`src/rtl/divn_pkg.sv`:
```
package divn_pkg;
  localparam int DEF_CNT_W  = 14;
  localparam int DEF_OFFSET = 856;
endpackage

```
`src/rtl/divn_preset_add.sv`:
```
module divn_preset_add #(
  parameter int W      = divn_pkg::DEF_CNT_W,
  parameter int OFFSET = divn_pkg::DEF_OFFSET
) (
  input  logic [W-1:0] prog_i,
  input  logic         tr_i,
  output logic [W-1:0] preset_o
);
  localparam int          OFF_MOD = OFFSET % (2 ** W);
  localparam logic [W-1:0] OFF_W  = W'(OFF_MOD);

  generate
    if (OFF_MOD == 0) begin : g_no_off
      assign preset_o = prog_i;
    end else begin : g_off
      // Sum keeps W bits, so it wraps.
      assign preset_o = tr_i ? prog_i : (prog_i + OFF_W);
    end
  endgenerate
endmodule

```
`src/rtl/divn_down_cnt.sv`:
```
module divn_down_cnt #(
  parameter int W = divn_pkg::DEF_CNT_W
) (
  input  logic         clk,
  input  logic         rst,
  input  logic         evt_i,
  input  logic [W-1:0] preset_i,
  output logic         reload_o,
  output logic [W-1:0] cnt_o
);
  localparam logic [W-1:0] ONE = W'(1);

  logic [W-1:0] cnt_q;
  logic         last_w;

  assign last_w   = (cnt_q <= ONE);
  assign reload_o = evt_i && last_w;
  assign cnt_o    = cnt_q;

  always_ff @(posedge clk) begin
    if (rst) begin
      cnt_q <= '0;
    end else if (evt_i) begin
      if (last_w) cnt_q <= preset_i;
      else        cnt_q <= cnt_q - ONE;
    end
  end


  dec_step_chk: assert property (@(posedge clk) disable iff (rst)
    (evt_i && cnt_q > ONE) |=> (cnt_q == $past(cnt_q) - ONE));


  idle_hold_chk: assert property (@(posedge clk) disable iff (rst)
    !evt_i |=> $stable(cnt_q));


  reload_take_chk: assert property (@(posedge clk) disable iff (rst)
    (evt_i && cnt_q <= ONE) |=> (cnt_q == $past(preset_i)));
endmodule

```
`src/rtl/divn_pulse_reg.sv`:
```
module divn_pulse_reg (
  input  logic clk,
  input  logic rst,
  input  logic fire_i,
  output logic pulse_o
);
  logic pulse_q;

  always_ff @(posedge clk) begin
    if (rst) pulse_q <= 1'b0;
    else     pulse_q <= fire_i;
  end

  assign pulse_o = pulse_q;
endmodule

```
`src/rtl/divn_event_div.sv`:
```
module divn_event_div #(
  parameter int CNT_W  = divn_pkg::DEF_CNT_W,
  parameter int OFFSET = divn_pkg::DEF_OFFSET
) (
  input  logic             clk,
  input  logic             rst,
  input  logic             fin_evt_i,
  input  logic [CNT_W-1:0] prog_word_i,
  input  logic             tr_sel_i,
  output logic             fv_o
);
  localparam logic [CNT_W-1:0] OFF_W = CNT_W'(OFFSET % (2 ** CNT_W));
  localparam logic [CNT_W-1:0] ONE   = CNT_W'(1);

  logic [CNT_W-1:0] preset_w;
  logic [CNT_W-1:0] cnt_w;
  logic             reload_w;

  divn_preset_add #(.W(CNT_W), .OFFSET(OFFSET)) u_add (
    .prog_i   (prog_word_i),
    .tr_i     (tr_sel_i),
    .preset_o (preset_w)
  );

  divn_down_cnt #(.W(CNT_W)) u_cnt (
    .clk      (clk),
    .rst      (rst),
    .evt_i    (fin_evt_i),
    .preset_i (preset_w),
    .reload_o (reload_w),
    .cnt_o    (cnt_w)
  );

  divn_pulse_reg u_out (
    .clk     (clk),
    .rst     (rst),
    .fire_i  (reload_w),
    .pulse_o (fv_o)
  );


  pulse_src_chk: assert property (@(posedge clk) disable iff (rst)
    fv_o |-> $past(fin_evt_i));


  no_offset_chk: assert property (@(posedge clk) disable iff (rst)
    (reload_w && tr_sel_i) |=> (cnt_w == $past(prog_word_i)));


  offset_add_chk: assert property (@(posedge clk) disable iff (rst)
    (reload_w && !tr_sel_i) |=> (cnt_w == $past(prog_word_i) + OFF_W));


  div_one_chk: assert property (@(posedge clk) disable iff (rst)
    (fin_evt_i && cnt_w <= ONE) |=> fv_o);


  idle_quiet_chk: assert property (@(posedge clk) disable iff (rst)
    !fin_evt_i |=> !fv_o);
endmodule

```
`config.mk`:
```
export PLATFORM = sky130hd
export DESIGN_NAME = divn_event_div
export DESIGN_NICKNAME = d
export VERILOG_FILES = /design/src/rtl/divn_pkg.sv /design/src/rtl/divn_preset_add.sv /design/src/rtl/divn_down_cnt.sv /design/src/rtl/divn_pulse_reg.sv /design/src/rtl/divn_event_div.sv
export SDC_FILE = /design/constraint.sdc
export NUM_CORES = 1
export LEC_CHECK = 0
export BUFFER_PORTS_ARGS = -buffer_cell sky130_fd_sc_hd__buf_2
export CELL_PAD_IN_SITES_DETAIL_PLACEMENT = 1
export CELL_PAD_IN_SITES_GLOBAL_PLACEMENT = 1
export CORE_ASPECT_RATIO = 0.8
export CORE_MARGIN = 2
export CORE_UTILIZATION = 40
export DETAILED_ROUTE_END_ITERATION = 6
export MAX_ROUTING_LAYER = met4
export PLACE_DENSITY_LB_ADDON = 0.1
export SLEW_MARGIN = 5
export SYNTH_ARGS = -nofsm -noshare
export SYNTH_HDL_FRONTEND = slang
export SYNTH_SLANG_ARGS = --single-unit
```
`constraint.sdc`:
```
create_clock -name clk -period 2.48 [get_ports clk]
set_clock_uncertainty 0.05 [all_clocks]
set_input_delay 0.372 -clock clk [delete_from_list [all_inputs] [get_ports clk]]
set_output_delay 0.372 -clock clk [all_outputs]
set_load 0.01 [all_outputs]
```
==> metrics.txt <==
outcome=finished clean; LEAKAGE=0.527 nW; Post-Syn Area per Cell=7.70 um2; CP startpoint=u_cnt.cnt_o[4]; RSZ-0062 raised after global routing=no; H-tree Lvls=1; CP Buf/Inv Count=0; DP Wirelength=2570 um; Worst-path clk slew=0.07 ns; share of the synthesized area in the top cell type=25.5%; Routed WL=3290 um; via-per-instance ratio=5.75; post-synth top area cell=dfxtp_1; Commonest cells post-synth=dfxtp_1, nor2_1, nand2_1, o21ai_0, inv_1; Cell Rows=17; CORE AREA=0.00279 mm2; routed len/inst=15.8 um; hold buffers post-CTS=0; die area=0.00340 mm2; Max Clk Rate=449 MHz; Clock Latency Late Sink=0.26 ns; Post-Layout Cell Count=208; Critical Path End Type=register; Main synth FF type=dfxtp_1; final hold vios=0; register area share after synthesis=25.5%; DRC errors left=0; pin count of the biggest net entering global routing=15; ant diodes=0; layout filler cell count=354; DP Cell Count=204; Crit Reg-Reg Endpoint=u_cnt.cnt_o[12]; startpoint types=register; number of synthesized flops with an enable pin=0; Synth async-reset ratio=0%; Max Cap Viol=0; setup TNS=0 ns; Hold WC Path Type=in -> reg; gpl congestion=0.783; height of the die=52.5 um; DP Worst Slack=0.276 ns; Post-Syn Nets=174; Worst EP required=2.58 ns; initial antenna violation count=0; CP Data Arrival Time=2.33 ns; Slowest-stage cell, CP=or4b_4; Critical Path Stages=4; port bufs=18; crit path time final=2.23 ns; global-route wire length before repair=5610 um; total grt overflow=0; Synth area leaders=dfxtp_1, mux2i_1, nor2_1; Syn. warnings=0; Post-Syn Area=0.00118 mm2; peak supply drop=0.000325 V; R2R depth=4; fin. max-slew vios=0; CTS sink count=15; #FFs+latches synth=15; Post-CTS Repair Setup Buffers=0; DR vias=1196; Yosys cell types=46; Num CTS Buffers=3; power per cell area=1200 mW/mm2; root buffer cell=clkbuf_8; CP Max Fanout=9; number of global-route vias before repair=1218; Final Setup Violations=0; period utilisation layout=89.8%; Starting Density=42.3%; nets=192; Slew headroom=66.2%; critical path class=reg -> reg; Least-Margin Pin Slew=0.505 ns; Clock Tree Buf Depth=2; R2R setup slack=0.25 ns; Worst Setup EP=u_cnt.cnt_o[12]; critical path, cell by cell=or4b_4 > or2_1 > or4_1 > a221oi_1; TritonCTS clock tree=done; post-route setup slack=0.254 ns; Routed Antenna Nets=0; I/O Pins=19; Global Route Usage Sum=22.2%; Syn-to-layout area delta=13.7%; critical path's largest stage delay=0.56 ns; top cell family by delay on the critical path=simple AND/OR/NAND/NOR gates; post_cts resized=0; Cells after Synth=153; share of layout cells above drive strength 1=17.1%; Detailed Route Iter0 Violations=37; worst r2r src=u_cnt.cnt_o[4]; TritonRoute pass-1 iters=4; Die Wd=64.7 um
## worst register-to-register path, delay by kind of cell, from the launching register on
| family | cells | cell delay [ns] |
|---|---|---|
| DFF | 1 | 0.36 |
| and+or+nand+nor | 3 | 1.40 |
| AOI/OAI and AO/OA | 1 | 0.31 |
## how the worst min path moves through the flow
stage,from,end,slack [ns],depth (start not counted)
floorplan,u_cnt.cnt_o[6],u_cnt.cnt_o[6],0.40,2
global placement,u_cnt.cnt_o[6],u_cnt.cnt_o[6],0.42,2
detailed placement,u_cnt.cnt_o[6],u_cnt.cnt_o[6],0.43,2
CTS,prog_word_i[2],u_cnt.cnt_o[2],0.35,3
global route,prog_word_i[2],u_cnt.cnt_o[2],0.38,3
finish,prog_word_i[2],u_cnt.cnt_o[2],0.35,3
## placed cells by master (no fill, tap or decap), types with 2 or more instances in the layout
master / n
ha_1: 3
nand3_1: 7
nor4b_1: 2
nand2_1: 14
a31oi_1: 3
o31ai_1: 3
nor2b_1: 3
buf_2: 18
nor3_1: 5
dfxtp_1: 15
nand3b_1: 2
buf_4: 2
xor2_1: 4
o22ai_1: 2
o21ai_0: 10
a21oi_1: 4
or3_1: 2
inv_1: 9
nor4_1: 2
nor2_1: 15
clkbuf_8: 3
mux2i_1: 8
a211oi_1: 3
xnor2_1: 4
and3_1: 2
or4_1: 4
## cells by family (layout without fill, tap and decap cells)
family / Yosys count / in the layout / share of synthesized area (%)
compound gates: 35 / 35 / 19.9
xor+xnor: 8 / 8 / 5.95
fa+ha+maj: 3 / 3 / 3.19
buf+inv: 16 / 33 / 6.06
flops: 15 / 15 / 25.5
mux: 8 / 8 / 6.80
simple gates: 68 / 68 / 32.6
## area by class of cell
type | instances | area (um2) | share of cell area [%]
inverter | 9 | 33.8 | 2.52
sequential | 15 | 300 | 22.4
timing repair buffer | 20 | 105 | 7.85
clock inverter | 1 | 5.00 | 0.374
multi-input combinational | 122 | 806 | 60.2
clock buffer | 3 | 41.3 | 3.08
tap | 38 | 47.5 | 3.55
## per-stage QoR
stage	utilization (%)	cell area (um2)	hold slack, ns	total power [mW]
2_1_floorplan	-	1180	0.403	1.18
3_3_place_gp	46.4	1290	0.422	1.35
3_5_place_dp	46.4	1290	0.428	1.39
4_1_cts	48.0	1340	0.352	1.61
5_1_grt	48.0	1340	0.375	1.74
6_report	48.0	1340	0.353	1.61
## metal layers
layer / part of all wire, % / vias to the layer above / track usage (%)
met1: 46 / 570 / 26.7
met2: 49 / 22 / 38.5
met4: 1.9 / 0 / 9.22
met3: 2.4 / 6 / 2.58
met5: 0 / - / -
li1: - / 598 / -
## where the power goes
part | switching (mW) | internal (mW)
clock network | 0.0973 | 0.112
logic | 0.538 | 0.414
registers | 0.113 | 0.335
total | 0.748 | 0.861
## state kept, by name, indices dropped and copies added (netlist names)
name / cells
u_cnt.cnt_o: 14
u_out.pulse_o: 1
(Power assumes the default switching activity.)
